**src/rtl/i2c_unstick_pkg.sv**
```systemverilog
package i2c_unstick_pkg;
  typedef enum logic [2:0] {
    S_IDLE,
    S_GUARD,
    S_PLO,
    S_PHI,
    S_STOPA,
    S_STOPB,
    S_HOLD
  } rec_state_t;
endpackage

```
**src/rtl/unstick_line_timer.sv**
```systemverilog
module unstick_line_timer #(
  parameter int TIMEOUT_TICKS = 30000
) (
  input  logic clk,
  input  logic rst,
  input  logic tick,
  input  logic rearm,
  input  logic line_in,
  output logic expired
);
  localparam int CW = $clog2(TIMEOUT_TICKS + 1);
  localparam logic [CW-1:0] LIMIT = CW'(TIMEOUT_TICKS);

  logic [CW-1:0] cnt;

  // Counts ticks while the line is low; only a high level or a re-arm clears it.
  always_ff @(posedge clk) begin
    if (rst || line_in || rearm) begin
      cnt <= '0;
    end else if (tick && (cnt != LIMIT)) begin
      cnt <= cnt + 1'b1;
    end
  end

  assign expired = (cnt == LIMIT);
endmodule

```
**src/rtl/unstick_en_edge.sv**
```systemverilog
module unstick_en_edge (
  input  logic clk,
  input  logic rst,
  input  logic en,
  output logic en_rise
);
  logic en_q;

  always_ff @(posedge clk) begin
    if (rst) begin
      en_q <= 1'b0;
    end else begin
      en_q <= en;
    end
  end

  assign en_rise = en && !en_q;
endmodule

```
**src/rtl/unstick_sequencer.sv**
```systemverilog
module unstick_sequencer
  import i2c_unstick_pkg::*;
#(
  parameter int GUARD_TICKS = 40,
  parameter int HALF_TICKS  = 59,
  parameter int MAX_PULSES  = 16
) (
  input  logic clk,
  input  logic rst,
  input  logic tick,
  input  logic en,
  input  logic en_rise,
  input  logic expired_any,
  input  logic bus_high,
  output logic sda_pull,
  output logic scl_pull,
  output logic fault,
  output logic busy
);
  localparam int PH_MAX = (GUARD_TICKS > HALF_TICKS) ? GUARD_TICKS : HALF_TICKS;
  localparam int PH_W   = $clog2(PH_MAX + 1);
  localparam int PC_W   = $clog2(MAX_PULSES + 1);
  localparam logic [PH_W-1:0] GUARD_END = PH_W'(GUARD_TICKS - 1);
  localparam logic [PH_W-1:0] HALF_END  = PH_W'(HALF_TICKS - 1);
  localparam logic [PC_W-1:0] PC_LAST   = PC_W'(MAX_PULSES);

  rec_state_t       st, st_n;
  logic [PH_W-1:0]  ph, ph_n, lim;
  logic [PC_W-1:0]  np, np_n;
  logic             flt_n, step, active;

  assign lim    = (st == S_GUARD) ? GUARD_END : HALF_END;
  assign step   = tick && (ph == lim);
  assign active = (st != S_IDLE) && (st != S_HOLD);

  always_comb begin
    st_n  = st;
    np_n  = np;
    flt_n = fault;
    if (!active) begin
      ph_n = '0;
    end else if (step) begin
      ph_n = '0;
    end else if (tick) begin
      ph_n = ph + 1'b1;
    end else begin
      ph_n = ph;
    end

    case (st)
      S_IDLE: begin
        np_n = '0;
        if (expired_any && !en_rise) begin
          flt_n = 1'b1;
          st_n  = en ? S_GUARD : S_HOLD;
        end
      end
      S_GUARD: if (step) st_n = S_PLO;
      S_PLO: begin
        if (step) begin
          st_n = S_PHI;
          np_n = np + 1'b1;
        end
      end
      S_PHI: begin
        if (step) begin
          st_n = ((np == PC_LAST) || bus_high) ? S_STOPA : S_PLO;
        end
      end
      S_STOPA: if (step) st_n = S_STOPB;
      S_STOPB: if (step) st_n = S_HOLD;
      S_HOLD: begin
        if (en_rise || bus_high) begin
          flt_n = 1'b0;
          st_n  = S_IDLE;
        end
      end
      default: st_n = S_IDLE;
    endcase

    // Enable low abandons any sequence in progress; fault is kept.
    if (!en && active) begin
      st_n = S_HOLD;
      ph_n = '0;
    end
  end

  always_ff @(posedge clk) begin
    if (rst) begin
      st       <= S_IDLE;
      ph       <= '0;
      np       <= '0;
      fault    <= 1'b0;
      busy     <= 1'b0;
      sda_pull <= 1'b0;
      scl_pull <= 1'b0;
    end else begin
      st       <= st_n;
      ph       <= ph_n;
      np       <= np_n;
      fault    <= flt_n;
      busy     <= (st_n != S_IDLE) && (st_n != S_HOLD);
      scl_pull <= (st_n == S_PLO) || (st_n == S_STOPA);
      sda_pull <= (st_n == S_STOPA) || (st_n == S_STOPB);
    end
  end
endmodule

```
**src/rtl/i2c_unstick.sv**
```systemverilog
module i2c_unstick #(
  parameter int TIMEOUT_TICKS = 30000,
  parameter int GUARD_TICKS   = 40,
  parameter int HALF_TICKS    = 59,
  parameter int MAX_PULSES    = 16
) (
  input  logic clk,
  input  logic rst,
  input  logic tick,
  input  logic en,
  input  logic sda_in,
  input  logic scl_in,
  output logic sda_pull,
  output logic scl_pull,
  output logic fault,
  output logic busy
);
  localparam int NLINES = 2;

  logic [NLINES-1:0] lines, expired;
  logic              en_rise;

  assign lines = {scl_in, sda_in};

  unstick_en_edge u_edge (
    .clk     (clk),
    .rst     (rst),
    .en      (en),
    .en_rise (en_rise)
  );

  for (genvar g = 0; g < NLINES; g++) begin : g_line
    unstick_line_timer #(.TIMEOUT_TICKS(TIMEOUT_TICKS)) u_timer (
      .clk     (clk),
      .rst     (rst),
      .tick    (tick),
      .rearm   (en_rise),
      .line_in (lines[g]),
      .expired (expired[g])
    );
  end

  unstick_sequencer #(
    .GUARD_TICKS (GUARD_TICKS),
    .HALF_TICKS  (HALF_TICKS),
    .MAX_PULSES  (MAX_PULSES)
  ) u_seq (
    .clk         (clk),
    .rst         (rst),
    .tick        (tick),
    .en          (en),
    .en_rise     (en_rise),
    .expired_any (|expired),
    .bus_high    (&lines),
    .sda_pull    (sda_pull),
    .scl_pull    (scl_pull),
    .fault       (fault),
    .busy        (busy)
  );
endmodule

```
**config.mk**
```make
export PLATFORM = sky130hd
export DESIGN_NAME = i2c_unstick
export DESIGN_NICKNAME = d
export VERILOG_FILES = /design/src/rtl/i2c_unstick_pkg.sv /design/src/rtl/unstick_line_timer.sv /design/src/rtl/unstick_en_edge.sv /design/src/rtl/unstick_sequencer.sv /design/src/rtl/i2c_unstick.sv
export SDC_FILE = /design/constraint.sdc
export NUM_CORES = 1
export LEC_CHECK = 0
export ABC_CLOCK_PERIOD_IN_PS = 3850
export BUFFER_PORTS_ARGS = -buffer_cell sky130_fd_sc_hd__buf_2
export CORE_ASPECT_RATIO = 0.8
export CORE_UTILIZATION = 66
export DETAILED_ROUTE_END_ITERATION = 10
export PLACE_DENSITY = 0.85
export SLEW_MARGIN = 0
export SYNTH_ARGS = -nofsm -noshare
export SYNTH_HDL_FRONTEND = slang
export SYNTH_SLANG_ARGS = --single-unit
```
**constraint.sdc**
```tcl
create_clock -name clk -period 3.85 [get_ports clk]
set_clock_uncertainty 0.05 [all_clocks]
set_input_delay 0.77 -clock clk [delete_from_list [all_inputs] [get_ports clk]]
set_output_delay 0.77 -clock clk [all_outputs]
set_load 0.02 [all_outputs]
```
; ---- Word-level counts from Yosys, hierarchy flattened
; Cells that the tools add are included.
[word_totals]
mem_bits_rw = 0
ff_bits = 49
mem_bits_ro = 0
n_memories = 0
latch_bits = 0
[op_classes]
bitwise = 1
n_eq_ne = 20
shift = 0
add_sub_neg = 4
n_div = 0
reduce_logical = 29
n_mux = 17
n_mul = 0
n_lt_le_gt_ge = 0
[op_table]
columns = operator, n
row1 = $add 15x1->15 const B, 2
row2 = $eq 15x15->1 const B, 2
row3 = $mux 3, 10
row4 = $ne 15x15->1 const B, 2
row5 = $pmux 3 s7, 1
row6 = $eq 3x3->1 const B, 5
row7 = $mux 5, 2
row8 = $pmux 5 s2, 1
row9 = $eq 3x2->1 const B, 3
row10 = $logic_and 1x1->1, 8
row11 = $logic_or 1x1->1, 8
row12 = $add 6x1->6 const B, 1
row13 = $eq 6x6->1, 1
row14 = $ne 2x1->1 const B, 3
row15 = $ne 3x3->1 const B, 2
row16 = $reduce_bool 3->1, 2
row17 = $add 5x1->5 const B, 1
row18 = $eq 5x5->1 const B, 1
row19 = $reduce_and 2->1, 2
row20 = $reduce_bool 2->1, 2
row21 = $reduce_or 4->1, 1
row22 = $eq 3x1->1 const B, 1
row23 = $logic_not 1->1, 3
row24 = $logic_not 3->1, 1
row25 = other kinds (5), 6

; ---- Logic depth before layout (Yosys ltp)
; Gate-level depths: netlist (run 1).
[logic_depth]
word_depth = 9
mapped_depth = 8
depth_no_buf = 7

; ---- Cells and area by module
; From an unflattened synthesis (run 1), not the netlist that was laid out.
[hier_totals]
hier_cells = 297
hier_area_um2 = 2593.7
[modules_own_cells]
columns = mod, area_each_um2, n_inst, cells_each
row1 = unstick_line_timer, 753.2, 2, 88
row2 = unstick_sequencer, 1027.2, 1, 116
row3 = unstick_en_edge, 47.5, 1, 3
row4 = i2c_unstick, 12.5, 1, 2

; ---- Worst setup path before layout (run 1)
; Ideal clock, no wire load.
[synth_path]
path_type = input port to flip-flop
from = input port tick
to = register u_seq.np[3]
t_arrival_ns = 1.920
setup_time_ns = 0.115
path_stages = 6
setup_slack_ns = 1.766
cell_sequence = buf_2 nand3_1 a21oi_1 a21oi_1 o31a_1 o21a_1
[synth_via]
elab_chain_len = 3
[synth_lines]
columns = item, line
row1 = from (decl), i2c_unstick.sv:9  ; input logic tick,
row2 = $logic_and 1x1->1, unstick_sequencer.sv:33  ; assign step = tick && (ph == lim);
row3 = $ne 2x1->1 (no line), --
row4 = $reduce_and 2->1 (no line), --
row5 = to (signal assigned), unstick_sequencer.sv:100  ; np <= np_n;
row6 = to (decl), unstick_sequencer.sv:29  ; logic [PC_W-1:0] np, np_n;
; No other way between the ends.
; A chain may end at the register's enable or synchronous reset.

; ---- Worst setup path in the final report (run 1)
; Same ends and word-level chain as after synthesis.

==> results_dict.tcl, run 1 <==
set metrics [dict create \
    status "complete, no violations" \
    diodes 0 \
    ys_seq_elements 49 \
    critPathCaptureType "register" \
    grt_max_degree 19 \
    worstMarginPinSlew_ns 0.541 \
    syn_avg_cell_area_um2 8.43 \
    required_ns 4.02 \
    routabilityCongestion 0.880 \
    top_layer_used "met4" \
    initial_core_util 0.719 \
    rr_endpoint "u_seq.np[3]" \
    slowest_stage "a21oi_1" \
    crit_cells 6 \
    io_buffers 9 \
    die_w_um 71.9 \
    drtAntennaViolNets 0 \
    rsz0062_at_grt "false" \
    wl_per_cell_um 13.3 \
    min_delay_path_depth 2 \
    wl_met2_um 1990 \
    cts_tree "built" \
    root_buffer "clkbuf_8" \
    syn_area_um2 2580 \
    postCtsSetupRepairBufs 0 \
    synth.distinct_cells 53 \
    final_area_um2 2740 \
    fillers 267 \
    ctsResizeCount 0 \
    critPathBufInv 1 \
    multiInputGateArea_um2 1480 \
    num_rows 19 \
    hold_class "register to register" \
    crit_end "u_seq.np[3]" \
    drt_first_pass_iters 4 \
    cp-startpoint "tick" \
    worstPathCellList "buf_2, nand3_1, a21oi_1, a21oi_1, o31a_1, o21a_1" \
    layout_common_cells "dfxtp_1, nor2_1, nand2_1" \
    hold_buffers 0 \
    ff2ff_path_depth 5 \
    synth_top_area_frac 0.380 \
    ios 10 \
    synth.yosys.warnings 0 \
    cts.sinks 49 \
    coreArea_um2 3590 \
    wl_met3_um 264 \
    synth-edff-count 0 \
    setup_tns_ns 0 \
    antenna_found_initial 0 \
    grt_pass1_wl_um 8360 \
    hpwl_um 3500 \
    crit_arrival_ns 2.29 \
    cts_max_level 2 \
    die_area_um2 4160 \
    fmax_ghz 0.471 \
    grt_pass1_vias 1870 \
    worst-setup-path-type "input pin to register" \
    worstReg2RegStart "u_seq.st[0]" \
    cap_viol_max_count 0 \
    powerDensity_nw_per_um2 360 \
    post_dp_cell_area_um2 2620 \
    setup_violations 0 \
    critPathLaunchType "input pin" \
    vdd_drop_max_uv 309 \
    max_stage_delay_ns 0.35 \
    yosys.area.top_type "dfxtp_1" \
    grt_usage 0.257 \
    drt-initial-drc-count 243 \
    clk_pin_slew_ns 0.09 \
    period_needed_ns 2.12 \
    vias_per_cell 5.78 \
    cts_buffer_depth 2 \
    drc_errors 0 \
    synth.net_count 319 \
    p_leak_nw 0.950 \
    final_layout_size_suffix_gt1_frac 0.0812 \
    wl_met1_um 2470 \
    regArea_um2 981 \
    final_nets 320 \
    yosysSeqAreaShare 0.380 \
    drt-total-wl_um 4800 \
    synth_ff_type "dfxtp_1" \
    async_reset_ff_frac 0 \
    rrSetupSlack_ns 1.79 \
    numCtsBuffers 5 \
    yosys-top-cells-area "dfxtp_1, xor2_1, nor2_1" \
    path_max_fanout 18 \
    route.vias.total 2079 \
    final_common_cell "dfxtp_1" \
    path_delay_family "compound AO/OA/AOI/OAI gates" \
    hold_violations 0 \
    die_h_um 57.9 \
    fin_crit_sh 0.551 \
    syn_to_final_growth_pct 6.01 \
    max-slew-margin-rel 0.637 \
    path_common_cell "a21oi_1" \
    grt_overflow_total 0 \
    syn_inst 306 \
    clock_latency_ns 0.31 \
    final_max_slew_viol_count 0 \
]
[worst min-delay path, stage by stage (launching register included)]
cell and delay, ns:
dfxtp_1 0.34, nand2_1 0.06, a21oi_1 0.06
[cell usage after synthesis, drive strengths merged (3+ instances only)]
library cell / instances
dfxtp: 49
nor2: 44
nand2: 27
xor2: 19
a21oi: 14
inv: 12
nand3: 12
nand4: 11
xnor2: 11
buf: 8
o21ai: 8
clkbuf: 7
ha: 7
or3: 6
a31oi: 4
and2: 4
and3: 4
mux2i: 4
nor3: 4
or2: 4
nand3b: 3
nand4bb: 3
o2bb2ai: 3
or4: 3
[cell families (layout without fill, tap and decap cells)]
| family | after synthesis | in the layout | share of synthesized area |
|---|---|---|---|
| mux | 4 | 4 | 0.0155 |
| compound gates | 49 | 49 | 0.139 |
| xor+xnor | 30 | 30 | 0.102 |
| buf+inv | 27 | 29 | 0.0451 |
| fa+ha+maj | 7 | 7 | 0.0339 |
| flops | 49 | 49 | 0.380 |
| simple gates | 140 | 140 | 0.285 |
[worst min path at each step]
stage	startpoint	slack, ns	to
floorplan	g_line[1].u_timer.cnt[1]	0.41	g_line[1].u_timer.cnt[1]
global placement	g_line[1].u_timer.cnt[1]	0.43	g_line[1].u_timer.cnt[1]
detailed placement	g_line[1].u_timer.cnt[1]	0.44	g_line[1].u_timer.cnt[1]
CTS	g_line[1].u_timer.cnt[1]	0.45	g_line[1].u_timer.cnt[1]
global route	g_line[1].u_timer.cnt[1]	0.47	g_line[1].u_timer.cnt[1]
finish	g_line[1].u_timer.cnt[1]	0.45	g_line[1].u_timer.cnt[1]
[state kept, by name (all words and copies together) (netlist names)]
name,flops
u_seq.ph,6
u_seq.busy,1
u_seq.sda_pull,1
u_seq.scl_pull,1
u_seq.np,5
u_seq.fault,1
u_seq.st,3
u_edge.en_q,1
g_line.u_timer.cnt,30
[where the power goes]
part,internal (mW),leakage (nW),switching (mW)
clock,0.212,0.0585,0.170
sequential,0.514,0.396,0.0103
combinational,0.0301,0.496,0.0494
[routing by layer]
layer,GRT usage,vias up
li1,-,1071
met1,0.371,946
met2,0.377,52
met3,0.0609,10
met4,0.0924,0
met5,0,-
[layout make-up]
| type | instances | share of cell area |
|---|---|---|
| multi-input combinational | 230 | 0.542 |
| sequential | 49 | 0.359 |
| clock buffer | 7 | 0.0316 |
| tap | 52 | 0.0238 |
| timing repair buffer | 9 | 0.0165 |
| inverter | 12 | 0.0165 |
| clock inverter | 1 | 0.0110 |
[metrics by stage]
step	hold WS [ns]	power (mW)	utilization	cells	setup slack (ns)
final	0.454	0.986	0.762	360	1.73
after detailed placement	0.438	0.614	0.730	352	1.41
after CTS	0.453	0.991	0.762	360	1.74
after global routing	0.468	1.03	0.762	360	1.58
after global placement	0.429	0.612	0.730	352	1.47
after floorplan	0.412	0.596	-	306	1.77
Note: power is estimated with default switching activity, not from simulation.
==> run 2: changes to the inputs <==
Settings changed: ABC_CLOCK_PERIOD_IN_PS 3850 to 1700, CORE_UTILIZATION 66 to 55, PLACE_DENSITY 0.85 to 0.76.
Clock period 3.85 ns to 1.7 ns, I/O delays scaled along.
==> results_dict.tcl, run 2 (synthesized netlist as in run 1, its figures left out) <==
set metrics [dict create \
    status "complete, but fails checks" \
    failed_checks "negative setup slack" \
    wl_per_cell_um 14.0 \
    rsz0062_at_grt "true" \
    cts_max_level 2 \
    root_buffer "clkbuf_8" \
    coreArea_um2 4340 \
    grt_usage 0.265 \
    die_w_um 78.6 \
    power_mw 2.12 \
    antenna_found_initial 0 \
    drc_errors 0 \
    final_common_cell "buf_4" \
    slowest_stage "or3b_1" \
    hpwl_um 4250 \
    io_buffers 9 \
    grt_max_degree 16 \
    initial_core_util 0.595 \
    fmax_ghz 0.565 \
    path_max_fanout 4 \
    clk_pin_slew_ns 0.08 \
    die_h_um 63.3 \
    largest_register "g_line.u_timer.cnt" \
    die_area_um2 4970 \
    p_sw_mw 0.528 \
    worstMarginPinSlew_ns 0.542 \
    drt-total-wl_um 5940 \
    fin_crit_sh 1.04 \
    switching_share 0.250 \
    setup_violations 4 \
    largest_reg_flops 30 \
    timing.final.ws_setup_ns -0.0713 \
    numCtsBuffers 5 \
    route.vias.total 2362 \
    drt_first_pass_iters 4 \
    p_int_mw 1.59 \
    min_delay_path_depth 3 \
    cts.sinks 49 \
    grt_overflow_total 0 \
    pwr-share-seq 0.556 \
    cts_tree "built" \
    p_comb_frac 0.115 \
    grt_pass1_wl_um 10300 \
    critPathLaunchType "register" \
    drtAntennaViolNets 0 \
    hold_violations 0 \
    required_ns 1.90 \
    max_stage_delay_ns 0.38 \
    syn_to_final_growth_pct 26.9 \
    crit_arrival_ns 1.97 \
    diodes 0 \
    cap_viol_max_count 0 \
    cts_buffer_depth 2 \
    final_layout_size_suffix_gt1_frac 0.300 \
    num_rows 21 \
    post_dp_cell_area_um2 3050 \
    vias_per_cell 5.57 \
    ff2ff_path_depth 5 \
    grt_pass1_vias 2277 \
    ios 10 \
    powerDensity_nw_per_um2 647 \
    final_max_slew_viol_count 0 \
    p_leak_nw 1.27 \
    critPathCaptureType "register" \
    clockPowerShare 0.329 \
    worst-setup-path-type "register to register" \
    routabilityCongestion 0.824 \
    layout_common_cells "buf_4, nor2_1, dfxtp_1" \
    worstPathCellList "nor3b_2, mux2i_2, nand4b_1, or3b_1, a21oi_1" \
    period_needed_ns 1.77 \
    clock_latency_ns 0.30 \
    max-slew-margin-rel 0.639 \
    vdd_drop_max_uv 498 \
    hold_buffers 0 \
    setup_tns_ns -0.161 \
    final_area_um2 3270 \
    top_regs "g_line.u_timer.cnt x30, u_seq.ph x6, u_seq.np x5" \
    hold_class "input pin to register" \
    drt-initial-drc-count 104 \
    final_nets 380 \
]
## run 2: final timing paths
path                                   from  slack, ns                        end
setup / recovery                u_seq.st[2]      -0.07                u_seq.np[2]
hold / removal                           en       0.30                u_seq.st[0]
setup reg to reg                u_seq.st[2]      -0.07                u_seq.np[2]
hold reg to reg   g_line[1].u_timer.cnt[12]       0.47  g_line[1].u_timer.cnt[12]
## run 2: power by group through the flow
stage	clock network (mW)	registers (mW)	logic, mW
after global placement	0	1.20	0.222
after CTS	0.707	1.18	0.232
after floorplan	0	1.21	0.141
after detailed placement	0	1.20	0.226
final	0.697	1.18	0.243
after global routing	0.764	1.18	0.260
## run 2: per-stage QoR
step | instances | hold WS [ns] | util | setup slack [ns]
floorplan | 306 | 0.412 | - | -0.0947
global route | 424 | 0.324 | 0.755 | -0.150
CTS | 421 | 0.302 | 0.741 | -0.0535
detailed placement | 412 | 0.461 | 0.704 | -0.234
global placement | 412 | 0.448 | 0.704 | -0.174
finish | 424 | 0.303 | 0.755 | -0.0713
## run 2: metal layers
layer  track usage  share of wire  up-vias
met2         0.429           0.45       36
met1         0.350           0.49     1129
met5             0              0        -
li1              -              -     1185
met4         0.106          0.021        0
met3        0.0449          0.033       12
## run 2: repair_timing
item / 4_1_cts / 5_1_grt
resized for setup: 11 / 16
setup endpoints to repair: 25 / 26
pin swaps: 11 / 14
buffers inserted: 2 / 3
## run 2: cell type report
class / count / area [um2]
Tap cell: 57 / 71.3
Inverter: 12 / 45.0
Clock buffer: 7 / 86.3
Fill cell: 330 / 1060
Multi-Input combinational cell: 230 / 1580
Timing Repair Buffer: 69 / 499
Sequential cell: 49 / 990
## run 2: worst max-delay path, delay by kind of cell, from the launching register on
| kind | cells | cell delay [ns] |
|---|---|---|
| mux | 1 | 0.37 |
| flops | 1 | 0.34 |
| simple gates | 3 | 0.83 |
| compound gates | 1 | 0.11 |
